**config.mk**
```make
export PLATFORM = sky130hd
export DESIGN_NAME = adcseq_top
export DESIGN_NICKNAME = d
export VERILOG_FILES = /design/src/rtl/adcseq_pkg.sv /design/src/rtl/adcseq_ctrl.sv /design/src/rtl/adcseq_dpath.sv /design/src/rtl/adcseq_top.sv
export SDC_FILE = /design/constraint.sdc
export NUM_CORES = 1
export LEC_CHECK = 0
export ABC_CLOCK_PERIOD_IN_PS = 2720
export BUFFER_PORTS_ARGS = -buffer_cell sky130_fd_sc_hd__buf_2
export CORE_ASPECT_RATIO = 0.5
export CORE_MARGIN = 4
export CORE_UTILIZATION = 46
export DETAILED_ROUTE_END_ITERATION = 8
export GPL_TIMING_DRIVEN = 0
export PLACE_DENSITY = 0.76
export RECOVER_POWER = 50
export SLEW_MARGIN = 20
export SYNTH_ARGS = -nofsm -noshare
export SYNTH_HDL_FRONTEND = slang
export SYNTH_SLANG_ARGS = --single-unit
```
**constraint.sdc**
```tcl
create_clock -name clk -period 2.72 [get_ports clk]
set_input_delay 0.544 -clock clk [delete_from_list [all_inputs] [get_ports clk]]
set_output_delay 0.544 -clock clk [all_outputs]
set_load 0.02 [all_outputs]
```
**src/rtl/adcseq_pkg.sv**
```systemverilog
package adcseq_pkg;

  typedef enum logic [1:0] {
    SEQ_SINGLE = 2'b00,
    SEQ_UPDATE = 2'b01,
    SEQ_ADV    = 2'b10,
    SEQ_BASIC  = 2'b11
  } seqMode_e;

  // Strobes from the control engine to the datapath
  typedef struct packed {
    logic loadCfg;   // go just rose: capture settings
    logic updCfg;    // live update of last channel / gain
    logic issue;     // a conversion starts at this edge
    logic clearPtr;  // go is low: return pointer to input 0
    logic capture;   // converter result is ready
  } seqStrobe_t;

endpackage

```
**src/rtl/adcseq_ctrl.sv**
```systemverilog
module adcseq_ctrl
  import adcseq_pkg::*;
#(
  parameter int DIV_W = 16
) (
  input  logic             clk,
  input  logic             rstN,
  input  logic             goEn,
  input  logic [1:0]       seqMode,
  input  logic [DIV_W-1:0] rateDiv,
  input  logic             adcBusy,
  input  logic             adcDone,
  input  logic             lastOfScan,
  output seqStrobe_t       strobe,
  output logic             convStart,
  output logic             missedStart
);

  logic             goQ;
  logic             waiting;
  logic             shotActive;
  logic [DIV_W-1:0] paceCnt;

  logic running, goRise, paced, paceTick, busyNow, shotTick, issue, missHit;

  always_comb begin
    running  = goEn & goQ;
    goRise   = goEn & ~goQ;
    paced    = running & (rateDiv != '0) & ~shotActive;
    paceTick = paced & (paceCnt == '0);
    busyNow  = waiting | adcBusy;
    shotTick = running & shotActive & ~busyNow;
    issue    = (paceTick & ~busyNow) | shotTick;
    missHit  = paceTick & busyNow;
  end

  always_comb begin
    strobe.loadCfg  = goRise;
    strobe.updCfg   = running & (seqMode == SEQ_UPDATE);
    strobe.issue    = issue;
    strobe.clearPtr = ~goEn;
    strobe.capture  = adcDone;
  end

  // Pacing divider: tick when count is zero, period rateDiv cycles
  always_ff @(posedge clk) begin
    if (!rstN) begin
      paceCnt <= '0;
    end else if (!paced) begin
      paceCnt <= '0;
    end else if (paceCnt >= rateDiv - DIV_W'(1)) begin
      paceCnt <= '0;
    end else begin
      paceCnt <= paceCnt + DIV_W'(1);
    end
  end

  always_ff @(posedge clk) begin
    if (!rstN) begin
      goQ         <= 1'b0;
      waiting     <= 1'b0;
      shotActive  <= 1'b0;
      convStart   <= 1'b0;
      missedStart <= 1'b0;
    end else begin
      goQ         <= goEn;
      convStart   <= issue;
      missedStart <= missHit;
      if (issue) begin
        waiting <= 1'b1;
      end else if (adcDone) begin
        waiting <= 1'b0;
      end
      if (goRise) begin
        shotActive <= (rateDiv == '0);
      end else if (!goEn) begin
        shotActive <= 1'b0;
      end else if (shotTick && lastOfScan) begin
        shotActive <= 1'b0;
      end
    end
  end

  AST_STOP_ON_IDLE: assert property (@(posedge clk) disable iff (!rstN)
    !goEn |=> !convStart);

  AST_START_IS_PULSE: assert property (@(posedge clk) disable iff (!rstN)
    convStart |=> !convStart);

  AST_MISS_NOT_START: assert property (@(posedge clk) disable iff (!rstN)
    missedStart |-> !convStart);

  AST_NO_START_BUSY: assert property (@(posedge clk) disable iff (!rstN)
    adcBusy |=> !convStart);

endmodule

```
**src/rtl/adcseq_dpath.sv**
```systemverilog
module adcseq_dpath
  import adcseq_pkg::*;
#(
  parameter int NUM_CHAN = 8,
  parameter int GAIN_W   = 3,
  parameter int DATA_W   = 16,
  localparam int CH_W    = $clog2(NUM_CHAN)
) (
  input  logic                       clk,
  input  logic                       rstN,
  input  seqStrobe_t                 strobe,
  input  logic [1:0]                 seqMode,
  input  logic [CH_W-1:0]            lastChan,
  input  logic [GAIN_W-1:0]          globalGain,
  input  logic [NUM_CHAN*GAIN_W-1:0] gainTable,
  input  logic                       adcSel,
  input  logic [DATA_W-1:0]          adcData,
  output logic [CH_W-1:0]            convChan,
  output logic [GAIN_W-1:0]          convGain,
  output logic                       lastOfScan,
  output logic                       resValid,
  output logic [DATA_W-1:0]          resData,
  output logic [CH_W-1:0]            resChan,
  output logic                       resSel,
  output logic [CH_W:0]              resLogical
);

  seqMode_e          cfgMode;
  logic [CH_W-1:0]   cfgLast;
  logic [GAIN_W-1:0] cfgGain;
  logic [CH_W-1:0]   ptr;

  logic [GAIN_W-1:0] chanGain [NUM_CHAN];

  for (genvar g = 0; g < NUM_CHAN; g++) begin : g_gainSlice
    assign chanGain[g] = gainTable[g*GAIN_W +: GAIN_W];
  end

  logic              seqActive;
  logic [CH_W-1:0]   curChan;
  logic [GAIN_W-1:0] curGain;

  always_comb begin
    seqActive  = (cfgMode != SEQ_SINGLE);
    curChan    = seqActive ? ptr : cfgLast;
    curGain    = (cfgMode == SEQ_ADV) ? chanGain[ptr] : cfgGain;
    lastOfScan = !seqActive || (ptr >= cfgLast);
    resLogical = {resSel, resChan};
  end

  // Captured settings
  always_ff @(posedge clk) begin
    if (!rstN) begin
      cfgMode <= SEQ_SINGLE;
      cfgLast <= '0;
      cfgGain <= '0;
    end else if (strobe.loadCfg) begin
      cfgMode <= (seqMode == SEQ_UPDATE) ? SEQ_BASIC : seqMode_e'(seqMode);
      cfgLast <= lastChan;
      cfgGain <= globalGain;
    end else if (strobe.updCfg) begin
      cfgLast <= lastChan;
      cfgGain <= globalGain;
      if (cfgMode == SEQ_SINGLE) begin
        cfgMode <= SEQ_BASIC;
      end
    end
  end

  // Scan pointer
  always_ff @(posedge clk) begin
    if (!rstN) begin
      ptr <= '0;
    end else if (strobe.clearPtr) begin
      ptr <= '0;
    end else if (strobe.issue && seqActive) begin
      ptr <= (ptr >= cfgLast) ? '0 : ptr + CH_W'(1);
    end
  end

  // Conversion selection, held until the next start
  always_ff @(posedge clk) begin
    if (!rstN) begin
      convChan <= '0;
      convGain <= '0;
    end else if (strobe.issue) begin
      convChan <= curChan;
      convGain <= curGain;
    end
  end

  // Result tagging
  always_ff @(posedge clk) begin
    if (!rstN) begin
      resValid <= 1'b0;
      resData  <= '0;
      resChan  <= '0;
      resSel   <= 1'b0;
    end else begin
      resValid <= strobe.capture;
      if (strobe.capture) begin
        resData <= adcData;
        resChan <= convChan;
        resSel  <= adcSel;
      end
    end
  end

  AST_SINGLE_CHAN: assert property (@(posedge clk) disable iff (!rstN)
    $past(strobe.issue) && ($past(cfgMode) == SEQ_SINGLE) |-> convChan == $past(cfgLast));

  AST_SCAN_WRAP: assert property (@(posedge clk) disable iff (!rstN)
    strobe.issue && seqActive && (ptr >= cfgLast) |=> ptr == '0);

  AST_PTR_CLEARED: assert property (@(posedge clk) disable iff (!rstN)
    strobe.clearPtr |=> ptr == '0);

  AST_RESULT_PULSE: assert property (@(posedge clk) disable iff (!rstN)
    strobe.capture |=> resValid);

  AST_NO_SPURIOUS_RESULT: assert property (@(posedge clk) disable iff (!rstN)
    !strobe.capture |=> !resValid);

endmodule

```
**src/rtl/adcseq_top.sv**
```systemverilog
module adcseq_top
  import adcseq_pkg::*;
#(
  parameter int NUM_CHAN = 8,
  parameter int GAIN_W   = 3,
  parameter int DATA_W   = 16,
  parameter int DIV_W    = 16,
  localparam int CH_W    = $clog2(NUM_CHAN)
) (
  input  logic                       clk,
  input  logic                       rstN,
  input  logic                       goEn,
  input  logic [1:0]                 seqMode,
  input  logic [CH_W-1:0]            lastChan,
  input  logic [GAIN_W-1:0]          globalGain,
  input  logic [NUM_CHAN*GAIN_W-1:0] gainTable,
  input  logic [DIV_W-1:0]           rateDiv,
  input  logic                       adcSel,
  input  logic                       adcBusy,
  input  logic                       adcDone,
  input  logic [DATA_W-1:0]          adcData,
  output logic                       convStart,
  output logic [CH_W-1:0]            convChan,
  output logic [GAIN_W-1:0]          convGain,
  output logic                       missedStart,
  output logic                       resValid,
  output logic [DATA_W-1:0]          resData,
  output logic [CH_W-1:0]            resChan,
  output logic                       resSel,
  output logic [CH_W:0]              resLogical
);

  seqStrobe_t strobe;
  logic       lastOfScan;

  adcseq_ctrl #(.DIV_W(DIV_W)) u_ctrl (
    .clk         (clk),
    .rstN        (rstN),
    .goEn        (goEn),
    .seqMode     (seqMode),
    .rateDiv     (rateDiv),
    .adcBusy     (adcBusy),
    .adcDone     (adcDone),
    .lastOfScan  (lastOfScan),
    .strobe      (strobe),
    .convStart   (convStart),
    .missedStart (missedStart)
  );

  adcseq_dpath #(
    .NUM_CHAN (NUM_CHAN),
    .GAIN_W   (GAIN_W),
    .DATA_W   (DATA_W)
  ) u_dpath (
    .clk        (clk),
    .rstN       (rstN),
    .strobe     (strobe),
    .seqMode    (seqMode),
    .lastChan   (lastChan),
    .globalGain (globalGain),
    .gainTable  (gainTable),
    .adcSel     (adcSel),
    .adcData    (adcData),
    .convChan   (convChan),
    .convGain   (convGain),
    .lastOfScan (lastOfScan),
    .resValid   (resValid),
    .resData    (resData),
    .resChan    (resChan),
    .resSel     (resSel),
    .resLogical (resLogical)
  );

endmodule

```
### Yosys cells after proc, flatten, opt, wreduce, memory -nomap -nowiden

Index checks and enable logic that the tools add are counted.

* register bits: 59
* bits in latches: 0
* memory bits (writable): 0
* memory bits (read-only): 0
* bits of input ports: 70
* output and inout port bits: 33
* word-level logic and storage cells: 77
* memories kept: 0

* add/subtract/negate cells: 3
* multiply operators: 0
* div/mod/pow operators: 0
* order comparisons: 3
* eq/ne operators: 3
* shifts and indexed selects: 0
* multiplexer cells: 19
* bitwise logic cells: 18
* reductions and logical operators: 15

Operators by type and width (number)
* logical NOT 16 bit: 2
* two-way mux 3 bit: 9
* adder 16 x 1 -> 16 bit, second input constant: 1
* greater-or-equal comparator 16 bit: 1
* nonzero test 16 bit: 1
* subtractor 16 x 1 -> 16 bit, second input constant: 1
* bitwise AND 1 bit: 10
* binary-select mux 3 bit (select 3 bit): 1
* two-way mux 2 bit: 4
* nonzero test 2 bit: 4
* two-way mux 1 bit: 5
* inverter 1 bit: 5
* greater-or-equal comparator 4 bit, second input constant: 1
* inverter 3 -> 4 bit: 1
* AND reduction 2 bit: 2
* adder 3 x 1 -> 3 bit, second input constant: 1
* greater-or-equal comparator 3 bit: 1
* inequality test 3 x 1 -> 1 bit, second input constant: 1
* OR reduction 3 bit: 1
* == test 2 x 1 -> 1 bit, second input constant: 1
* == test 2 bit, second input constant: 1
* logical AND 1 bit: 2
* logical NOT 2 bit: 1
* bitwise OR 1 bit: 2
* 2 further kinds: 2

### Longest topological paths before layout

Gate-level depths: netlist (run 1).

* depth after elaboration: 7
* mapped depth: 13
* mapped depth without buffers: 12

### Modules after synthesis

Synthesis (run 1) repeated with hierarchy kept, for this count alone.

* cells, all modules: 391
* area, all modules: 3565.9 um^2

By module, submodules not included
* adcseq_dpath: times used 1, cells each 196, area each 1876.8 um^2, seq. area each 760.7 um^2
* adcseq_ctrl: times used 1, cells each 195, area each 1689.1 um^2, seq. area each 420.4 um^2

### Worst setup path before layout (run 1)

OpenSTA, ideal clock, no wires.

* path type: input to register
* start: in rateDiv[2]
* end: reg u_ctrl.paceCnt[10]
* library setup time: 117 ps
* data arrival time: 2662 ps
* data required time: 2603 ps
* slack: -60 ps
* stages on the path: 12
* buffers on the path: 1
* cell sequence: nor4_4 > nand2_1 > nor4_1 > xnor2_1 > ha_1 > a21oi_1 > o21ai_0 > a211o_1 > a41oi_1 > o31ai_1 > buf_2 > nor2_1

* cells in the longest elaborated chain, start to end: 5
* elaborated cells between the ends (all ways): 7
* those cells by class: add/sub: 1; order compare: 1; bitwise: 3; reduce/logical: 2

RTL lines
* from (decl): RTL line adcseq_top.sv:17 `input logic [DIV_W-1:0] rateDiv,`
* branches (longest 4 deep; another with subtractor 16 x 1 -> 16 bit)
* OR reduction 3 bit (no source line) (*)
* to (signal assigned): RTL line adcseq_ctrl.sv:54 `paceCnt <= paceCnt + DIV_W'(1);`
* to (decl): RTL line adcseq_ctrl.sv:22 `logic [DIV_W-1:0] paceCnt;`

Every way passes the cells marked *.
A chain may end at the register's enable or synchronous reset.

### Final worst setup path (run 1)

* start: in rateDiv[2]
* end: reg u_ctrl.paceCnt[9]

The elaborated chain is that of the path after synthesis.

==> results of run 1 <==
critical path, stage by stage:
cell and delay [ns]:
buf_8 0.10, nor4_4 0.40, buf_4 0.19, nand3_1 0.14, xor2_1 0.19, ha_1 0.29, nand2_1 0.09, o21ai_2 0.06
a211o_1 0.31, a41oi_4 0.26, o31ai_4 0.13, buf_6 0.18, nor2_4 0.07
routing by layer:
metal | GRT usage (%) | up-vias
li1 | - | 1472
met4 | 6.48 | 0
met3 | 4.52 | 7
met5 | 0 | -
met2 | 31.6 | 81
met1 | 20.5 | 1350
power by group through the flow:
stage	combinational (µW)	clock [µW]	sequential, µW
after floorplan	130	0	949
after global placement	257	0	926
after detailed placement	262	0	927
after CTS	265	1120	909
after global routing	302	1160	914
final	273	1090	910
synth_stat cells, types with 3 or more instances:
cell type | instances | share of area [%]
nor2_1 | 26 | 2.9
nand3_1 | 12 | 1.8
mux2i_1 | 24 | 7.3
xnor2_1 | 12 | 3.2
buf_4 | 4 | 0.91
a211o_1 | 3 | 0.79
nand2_1 | 16 | 1.8
a21oi_1 | 10 | 1.5
o211a_1 | 4 | 1.2
o211ai_1 | 4 | 0.91
o31ai_1 | 5 | 1.1
dfxtp_1 | 59 | 36
nand2b_1 | 7 | 1.3
nor2b_1 | 28 | 5.3
inv_1 | 10 | 1.1
nand4_1 | 4 | 0.76
mux4_2 | 6 | 4.1
ha_1 | 24 | 9.1
and2_1 | 4 | 0.76
nor4_1 | 8 | 1.5
o21ai_0 | 6 | 0.91
and4_1 | 3 | 0.79
nor3_1 | 6 | 0.91
xor2_1 | 16 | 4.2
o22ai_1 | 3 | 0.57
clkbuf_1 | 7 | 0.79
nor3b_1 | 3 | 0.68
kinds of logic after synthesis:
logic type | count (synthesis) | share of synthesized area, %
flops | 59 | 35.7
xor+xnor | 28 | 7.41
simple gates | 133 | 23.1
mux | 31 | 11.8
buf+inv | 25 | 3.59
fa+ha+maj | 24 | 9.07
compound gates | 44 | 9.34
flip-flops by register name (all words and copies together) (netlist names), 2 cells and up:
name and count:
u_ctrl.paceCnt 16, u_dpath.resData 16, u_dpath.cfgGain 3, u_dpath.cfgLast 3, u_dpath.convChan 3, u_dpath.convGain 3
u_dpath.ptr 3, u_dpath.resChan 3, u_dpath.cfgMode 2
cells in the final DEF (no fill, tap or decap), drive strengths merged, types with 4 or more instances in the layout:
cell | netlist | routed
buf | 8 | 88
dfxtp | 59 | 59
clkbuf | 7 | 44
nor2b | 28 | 28
nor2 | 28 | 28
mux2i | 24 | 24
ha | 24 | 24
xor2 | 16 | 16
nand2 | 16 | 16
xnor2 | 12 | 12
nand3 | 12 | 12
a21oi | 11 | 11
inv | 10 | 10
nor4 | 10 | 10
nand2b | 7 | 7
mux4 | 6 | 6
nor3 | 6 | 6
o21ai | 6 | 6
o31ai | 5 | 5
nand4 | 5 | 5
o211ai | 4 | 4
o211a | 4 | 4
and2 | 4 | 4
clkinv | 0 | 4
through the flow:
step / hold slack [ns] / cell area (µm²)
finish: 0.469 / 4420
floorplan: 0.417 / 3310
detailed placement: 0.441 / 3940
CTS: 0.449 / 4250
global placement: 0.429 / 3940
global route: 0.478 / 4420
cell type report:
class | count | share of cell area, %
Clock buffer | 9 | 5.10
Multi-Input combinational cell | 260 | 48.8
Timing Repair Buffer | 108 | 12.3
Inverter | 10 | 0.850
Sequential cell | 59 | 26.7
Tap cell | 92 | 2.61
Clock inverter | 7 | 1.56
Buffer | 15 | 1.98
timing repair:
item / 4_1_cts / 5_1_grt
pin swaps: 1 / 25
gates resized for setup: 3 / 39
hold buffers: 0 / 0
endpoints found under the setup margin: 13 / 16
setup buffers: 1 / 5
cloned: 0 / 1
worst paths after layout:
check	startpoint	endpoint	slack (ns)	depth (start not counted)
max	rateDiv[2]	u_ctrl.paceCnt[9]$_SDFF_PP0_	0.03	13
min	u_dpath.convGain[1]$_SDFFE_PN0P_	u_dpath.convGain[1]$_SDFFE_PN0P_	0.47	2
max reg2reg	u_dpath.ptr[0]$_SDFFE_PN0P_	u_dpath.ptr[2]$_SDFFE_PN0P_	0.35	9
min reg2reg	u_dpath.convGain[1]$_SDFFE_PN0P_	u_dpath.convGain[1]$_SDFFE_PN0P_	0.47	2
==> impl_metrics.csv, run 1 <==
group,metric,value,unit
synthesis,avgSynthCellArea,9.62,µm²
routing,wl_met2,3.89,mm
synthesis,synth-seq-cells,59,
power_and_ir_drop,peakVddDrop,302,µV
synthesis,seq_area_frac_synth,35.7,%
layout,finalNonFillerCells,560,
timing,finalCritPeriodShare,99.0,%
routing,met3_length,388,µm
setup_path,path_max_fanout,5,
power_and_ir_drop,p_comb_share,12.0,%
routing,top_layer_used,"met4",
synthesis,synthFlopType,"dfxtp_1",
clock_network,clock_sinks,59,
synthesis,syn_inst,344,
timing,fin_crit,2.69,ns
layout,fillers,584,
routing,drtIter0Drc,69,
layout,n_antenna_cell,0,
timing,setup_violations,0,
global_routing,grt_usage,17.5,%
layout,fin_util,64.7,%
global_routing,antenna_found_initial,0,
floorplan,die_y,68.0,µm
setup_path,critPathCaptureType,"flop",
clock_network,cts_tree,"yes",
power_and_ir_drop,intPower,1720,µW
global_routing,grt_max_degree,12,
global_routing,grt_pass1_wl,12.0,mm
synthesis,yosysWarningCount,0,
clock_network,clockBufferDepth,2,
setup_path,critPathKind,"in2reg",
power_and_ir_drop,leakage,0.00189,µW
floorplan,dieWidth,128,µm
routing,vias,2910,
place,place_congestion,0.816,
timing,slew-limit-headroom,44.9,%
power_and_ir_drop,p_seq_share,40.0,%
routing,m1WireLength,3.58,mm
layout,register_area,0.00118,mm²
place,place_hpwl,6.02,mm
clock_network,cts.clk_slew.worst_paths,0.05,ns
floorplan,std_cell_rows,21,
timing,rsz0062_at_grt,"yes",
place,dp.cells,537,
hold_path,worstHoldPathType,"reg2reg",
routing,route.detailed.drc,0,
run,cap_violations,0,
synthesis,synth_nets,438,
routing,antenna_left,0,
power_and_ir_drop,power_density,515,mW/mm²
floorplan,die_area,0.00870,mm²
status,outcome,"finished, final reports clean",
clock_network,root_buffer,"clkbuf_16",
routing,viasPerCell,5.20,
synthesis,synth_edf_count,0,
place,place.port_buffers,101,
clock_network,htree_levels,3,
setup_path,crit_arrival,2.96,ns
timing,final.setup.tns,0,ns
global_routing,grt_pass1_vias,2643,
power_and_ir_drop,swShare,24.3,%
power_and_ir_drop,finalPower,2280,µW
setup_path,startpoint_type,"input pin",
synthesis,synthDistinctLibCells,49,
clock_network,insertion_delay,0.32,ns
timing,fmaxAchievable,371,MHz
clock_network,numCtsBuffers,9,
timing,drv_slew,0,
timing,worst_pin_slew,0.824,ns
floorplan,core_area,0.00683,mm²
layout,multi_input_comb_area,0.00216,mm²
synthesis,async_flop_share,0,%
setup_path,cp.required,2.98,ns
floorplan,start_util,48.4,%
routing,wl_per_cell,14.2,µm
global_routing,grt-ovfl-total,0,
routing,drt_pass1_iterations,5,
power_and_ir_drop,p_sw,553,µW
floorplan,io_pins,103,
layout,nNetsFinal,557,
routing,drt_wl_total,7.94,mm
power_and_ir_drop,clockPowerShare,48.0,%
synthesis,syn_area,0.00331,mm²
layout,drive_gt1_share,30.1,%
timing,finalHoldViolations,0,
timing,fin_skew,0.00289,ns
timing,setup_slack,0.0277,ns
layout,area_growth_syn_to_layout,33.5,%
place,place_ws,-0.458,ns
Note: power is estimated with default switching activity, not from simulation.
==> inputs of run 2 (changes only) <==
Settings changed: ABC_AREA set to 1, CORE_UTILIZATION 46 to 47.
==> run 2 against run 1 <==
  * Sequential cell count stayed put
  * Worst hold slack worse by 0.023 ns
  * Combinational power is 16% higher
  * Final area up 7.0%
  * Worst setup slack improved by 0.014 ns
  * Non-clock buffer count up 9
  * Wire length up 14%
  * Largest power group unchanged
  * Largest cell class unchanged
  * Register-to-register slack improved by 0.54 ns
  * Global-route usage is 1.8 points higher
  * Critical path type unchanged
  * Clock skew up 0.0055 ns
==> impl_metrics.csv, run 2 <==
group,metric,value,unit
clock_network,numCtsBuffers,9,
synthesis,async_flop_share,0,%
hold_path,worstHoldPathType,"in2reg",
timing,setup_violations,0,
floorplan,die_area,0.00917,mm²
setup_path,path_max_fanout,5,
synthesis,syn_area,0.00358,mm²
hold_path,min_from,"adcData[2]",
setup_path,crit_arrival,2.88,ns
routing,wl_per_cell,12.1,µm
synthesis,avgSynthCellArea,6.96,µm²
synthesis,synthFlopType,"dfxtp_1",
floorplan,std_cell_rows,22,
clock_network,clock_sinks,59,
timing,final.setup.tns,0,ns
synthesis,synth_common_cells,"nor2_1 (120), nand2_1 (70), dfxtp_1 (59)",
routing,route.detailed.drc,0,
layout,drive_gt1_share,25.2,%
clock_network,cts.clk_slew.worst_paths,0.05,ns
synthesis,synth_top_cell_area_share,32.9,%
synthesis,yosysWarningCount,0,
routing,drt_wl_total,9.01,mm
power_and_ir_drop,peakVddDrop,417,µV
clock_network,insertion_delay,0.32,ns
layout,final_common_cell,"nor2_1",
clock_network,ctsHoldBuffers,0,
place,place.port_buffers,101,
floorplan,start_util,48.6,%
place,placed_area,0.00422,mm²
layout,final_cell_mix,"nor2_1 (111), buf_2 (74), nand2_1 (68)",
global_routing,grt-ovfl-total,0,
power_and_ir_drop,leakage,0.00229,µW
timing,fin_crit,2.68,ns
routing,vias,3633,
synthesis,synth_edf_count,0,
setup_path,startpoint_type,"input pin",
synthesis,synthDistinctLibCells,32,
clock_network,htree_levels,3,
layout,nNetsFinal,735,
layout,fin_util,64.1,%
synthesis,synth_top_area_cell,"dfxtp_1",
floorplan,io_pins,103,
routing,antenna_left,0,
status,outcome,"finished, final reports clean",
layout,stdcell_area,0.00473,mm²
layout,fillers,669,
setup_path,critPathCaptureType,"flop",
global_routing,grt_usage,19.3,%
layout,area_growth_syn_to_layout,31.9,%
timing,finalHoldViolations,0,
global_routing,antenna_found_initial,0,
setup_path,crit_path_start,"rateDiv[2]",
setup_path,r2r-start,"u_dpath.ptr[0]$_SDFFE_PN0P_",
setup_path,critPathKind,"in2reg",
timing,hold_slack,0.446,ns
global_routing,grt_pass1_wl,15.0,mm
timing,worst_pin_slew,0.588,ns
global_routing,grt_pass1_vias,3451,
routing,drt_pass1_iterations,4,
timing,slew-limit-headroom,60.4,%
timing,fin_skew,0.00839,ns
run,cap_violations,0,
synthesis,seq_area_frac_synth,32.9,%
synthesis,synth-seq-cells,59,
clock_network,cts_tree,"yes",
floorplan,die_y,69.8,µm
synthesis,synth_nets,609,
global_routing,grt_max_degree,13,
place,place_congestion,0.898,
timing,fmaxAchievable,373,MHz
clock_network,clockBufferDepth,2,
floorplan,dieWidth,132,µm
floorplan,core_area,0.00738,mm²
synthesis,syn_inst,515,
layout,largestRegisters,"u_ctrl.paceCnt: 16 flops, u_dpath.resData: 16 flops",
timing,drv_slew,0,
setup_path,cp.required,2.93,ns
synthesis,yosysMostFrequentCell,"nor2_1",
place,place_hpwl,6.88,mm
timing,rsz0062_at_grt,"yes",
routing,drtIter0Drc,216,
layout,n_antenna_cell,0,
synthesis,synthTopCellsByArea,"dfxtp_1 (33%), nor2_1 (13%), ha_1 (8.4%)",
routing,viasPerCell,4.90,
power_and_ir_drop,power_density,498,mW/mm²
timing,finalCritPeriodShare,98.5,%
clock_network,root_buffer,"clkbuf_16",
[run 2: cell count changes after synthesis, moves of 6 or more]
| cell | change |
|---|---|
| a21oi_1 | +11 |
| inv_1 | +47 |
| mux2i_1 | -24 |
| mux4_2 | -6 |
| nand2_1 | +54 |
| nand2b_1 | -7 |
| nand3_2 | +7 |
| nor2_1 | +94 |
| nor2b_1 | -28 |
| nor4_1 | -6 |
| o21ai_0 | +46 |
| xnor2_1 | -9 |
[run 2: critical path: stages]
cell,delay (ns)
buf_2,0.13
nor2_2,0.15
nand3_2,0.13
nor3_4,0.27
nand3_2,0.14
nor2_4,0.13
nand4_1,0.08
nand2_1,0.08
inv_1,0.04
ha_1,0.28
nand2_1,0.06
inv_1,0.06
nand3_2,0.10
nor3_4,0.22
nand2_2,0.09
nand4_4,0.16
buf_6,0.16
nor2_1,0.05
[run 2: where the power goes]
| part | switching [µW] | internal [µW] | total (µW) | leakage [µW] |
|---|---|---|---|---|
| combinational | 191 | 126 | 316 | 0.00166 |
| clock | 406 | 714 | 1120 | 0.000142 |
| sequential | 18.9 | 901 | 920 | 0.000483 |
| total | 616 | 1740 | 2360 | 0.00229 |
[run 2: cell type report]
type / count / area (µm²) / share of cell area (%)
Buffer: 17 / 95.1 / 2.01
Clock buffer: 9 / 225 / 4.76
Clock inverter: 7 / 76.3 / 1.61
Inverter: 61 / 236 / 5.00
Multi-Input combinational cell: 378 / 2170 / 45.9
Sequential cell: 59 / 1180 / 25.0
Tap cell: 96 / 120 / 2.54
Timing Repair Buffer: 115 / 623 / 13.2
[run 2: timing repair]
item / CTS / global route
buffers inserted: 3 / 10
cloned: 0 / 1
hold endpoints to repair: 0 / 0
pin swaps: 3 / 14
gates resized for setup: 3 / 35
setup endpoints to repair: 16 / 16
[run 2: path summary, 6_finish.rpt]
| check | endpoint | slack [ns] | cells past startpoint |
|---|---|---|---|
| max | u_ctrl.paceCnt[6]$_SDFF_PP0_ | 0.04 | 18 |
| min | u_dpath.resData[2]$_SDFFE_PN0P_ | 0.45 | 3 |
| max reg2reg | u_dpath.ptr[1]$_SDFFE_PN0P_ | 0.89 | 8 |
| min reg2reg | u_ctrl.paceCnt[0]$_SDFF_PP0_ | 0.48 | 1 |
[run 2: metal layers]
layer / wire length, µm / track usage [%] / vias to the layer above
met5: 0 / 0 / -
met4: 38 / 4.77 / 0
met3: 362 / 4.64 / 4
met1: 4110 / 23.7 / 1659
met2: 4510 / 34.1 / 64
li1: - / - / 1906
[run 2: stage by stage]
step,cells,total power (µW),worst slack [ns]
global placement,712,1230,-0.472
global route,742,2460,-0.165
detailed placement,712,1240,-0.495
CTS,731,2360,0.00525
floorplan,515,1110,0.0155
finish,742,2360,0.0416
[run 2: logic make-up (layout without fill, tap and decap cells)]
kind of cell / Yosys count / count (layout) / share of synthesized area, %
buf+inv: 78 / 209 / 9.04
fa+ha+maj: 24 / 24 / 8.38
compound gates: 89 / 89 / 13.2
flops: 59 / 59 / 32.9
xor+xnor: 21 / 21 / 5.13
simple gates: 244 / 244 / 31.3
==> inputs of run 3 (changes only) <==
Settings changed: SETUP_SLACK_MARGIN set to 0.1.
==> run 3 against run 2 <==
  * Worst setup slack improved by 0.18 ns
  * Global-route usage increased by 0.74 points
  * Critical path depth increased by 1
  * Power increased by 11%
  * Combinational power increased by 2%
  * First-iteration DRC count decreased by 26%
  * Utilization increased by 1.1 points
  * Non-clock buffer count increased by 2
  * Via count increased by 1.2%
  * Cell count increased by 0.27%
  * Sequential share of layout area decreased by 0.44 points
==> impl_metrics.csv, run 3 (synthesized netlist as in run 2, its figures left out) <==
group,metric,value,unit
layout,area_growth_syn_to_layout,34.2,%
run,cap_violations,0,
place,place.port_buffers,101,
setup_path,critPathKind,"in2reg",
routing,drtIter0Drc,159,
routing,drt_pass1_iterations,4,
setup_path,path_max_fanout,6,
routing,route.detailed.drc,0,
timing,final.setup.tns,0,ns
layout,fillers,660,
setup_path,r2r_slack,0.88,ns
global_routing,grt_pass1_vias,3398,
layout,drive_gt1_share,25.3,%
routing,wl_per_cell,12.4,µm
global_routing,grt_pass1_wl,15.2,mm
layout,final_cell_mix,"nor2_1 (110), buf_2 (75), nand2_1 (69)",
layout,nNetsFinal,737,
clock_network,clockBufferDepth,2,
timing,slew-limit-headroom,57.3,%
global_routing,grt_max_degree,11,
global_routing,antenna_found_initial,0,
global_routing,grt_use_met1,24.7,%
clock_network,clock_sinks,59,
timing,fmaxAchievable,400,MHz
setup_path,cp.required,2.94,ns
global_routing,grt-ovfl-total,0,
hold_path,hold_depth,3,
place,placed_area,0.00426,mm²
place,place_congestion,0.885,
routing,vias,3678,
hold_path,worstHoldPathType,"in2reg",
routing,viasPerCell,4.94,
floorplan,die_area,0.00917,mm²
timing,drv_slew,0,
clock_network,htree_levels,3,
setup_path,critPathCaptureType,"flop",
place,place_hpwl,6.69,mm
layout,stdcell_area,0.00481,mm²
timing,finalCritPeriodShare,91.9,%
floorplan,die_y,69.8,µm
layout,n_antenna_cell,0,
layout,final_common_cell,"nor2_1",
timing,worst_pin_slew,0.634,ns
setup_path,startpoint_type,"input pin",
timing,fin_skew,0.00727,ns
timing,finalHoldViolations,0,
routing,antenna_left,0,
floorplan,core_area,0.00738,mm²
layout,fin_util,65.2,%
status,outcome,"finished, final reports clean",
floorplan,io_pins,103,
clock_network,root_buffer,"clkbuf_16",
floorplan,dieWidth,132,µm
timing,fin_crit,2.50,ns
setup_path,r2r_cells,8,
routing,drt_wl_total,9.23,mm
timing,setup_slack,0.222,ns
power_and_ir_drop,power_density,545,mW/mm²
clock_network,cts_tree,"yes",
floorplan,std_cell_rows,22,
global_routing,met3_usage,6.09,%
power_and_ir_drop,leakage,0.00232,µW
setup_path,crit_arrival,2.71,ns
clock_network,insertion_delay,0.33,ns
global_routing,grt_usage,20.0,%
place,place_ws,-0.376,ns
layout,largestRegisters,"u_ctrl.paceCnt: 16 flops, u_dpath.resData: 16 flops",
floorplan,start_util,48.6,%
global_routing,gr-usage-met2,33.7,%
timing,setup_violations,0,
clock_network,cts.clk_slew.worst_paths,0.05,ns
timing,rsz0062_at_grt,"yes",
power_and_ir_drop,peakVddDrop,501,µV
global_routing,top_usage_layer,"met2",
clock_network,numCtsBuffers,9,
[run 3: final cells by class]
type | instances | area (µm²) | area share [%]
Clock inverter | 5 | 125 | 2.60
Inverter | 61 | 254 | 5.28
Timing Repair Buffer | 117 | 623 | 13.0
Tap cell | 96 | 120 | 2.50
Clock buffer | 11 | 233 | 4.84
Buffer | 17 | 95.1 | 1.98
Sequential cell | 59 | 1180 | 24.6
Multi-Input combinational cell | 378 | 2180 | 45.3
[run 3: stage by stage]
step	power (µW)	hold slack (ns)	cells
floorplan	1120	0.440	515
global placement	1240	0.455	712
detailed placement	1240	0.468	712
CTS	2630	0.430	733
global route	2720	0.437	744
finish	2620	0.436	744
[run 3: critical path, stage by stage]
cell     delay (ns)
buf_12         0.11
inv_12         0.05
ha_4           0.14
nand2_4        0.06
nor3_4         0.12
nand4_1        0.14
nor2_2         0.15
nand2_1        0.07
xor2_1         0.15
inv_1          0.09
ha_4           0.26
nand2_2        0.05
inv_2          0.04
nand3_2        0.07
nor3_2         0.19
nand2_1        0.12
nand4_4        0.15
buf_6          0.15
nor2_2         0.04
[run 3: metal layers]
layer  part of all wire [%]  up-vias  wire (µm)
met1                     47     1682       4300
met5                      0        -          0
li1                       -     1919          -
met2                     48       67       4430
met3                    4.3       10        399
met4                    1.1        0        106
[run 3: repair_timing]
| action | CTS | global route |
|---|---|---|
| hold buffers | 0 | 0 |
| setup buffers | 5 | 10 |
| pin swaps | 3 | 12 |
| resized for setup | 1 | 30 |
| setup endpoints to repair | 15 | 16 |
| gates cloned | 0 | 1 |
[run 3: worst paths after layout]
check,start,to
setup reg to reg,u_dpath.ptr[0]$_SDFFE_PN0P_,u_dpath.ptr[2]$_SDFFE_PN0P_
hold reg to reg,u_ctrl.paceCnt[0]$_SDFF_PP0_,u_ctrl.paceCnt[0]$_SDFF_PP0_
setup / recovery,rateDiv[0],u_ctrl.paceCnt[8]$_SDFF_PP0_
hold / removal,adcData[2],u_dpath.resData[2]$_SDFFE_PN0P_
[run 3: power by group]
group	switching (µW)	total [µW]	internal, µW
clock network	391	1380	986
registers	19.5	921	902
logic	194	322	127
total	605	2620	2010
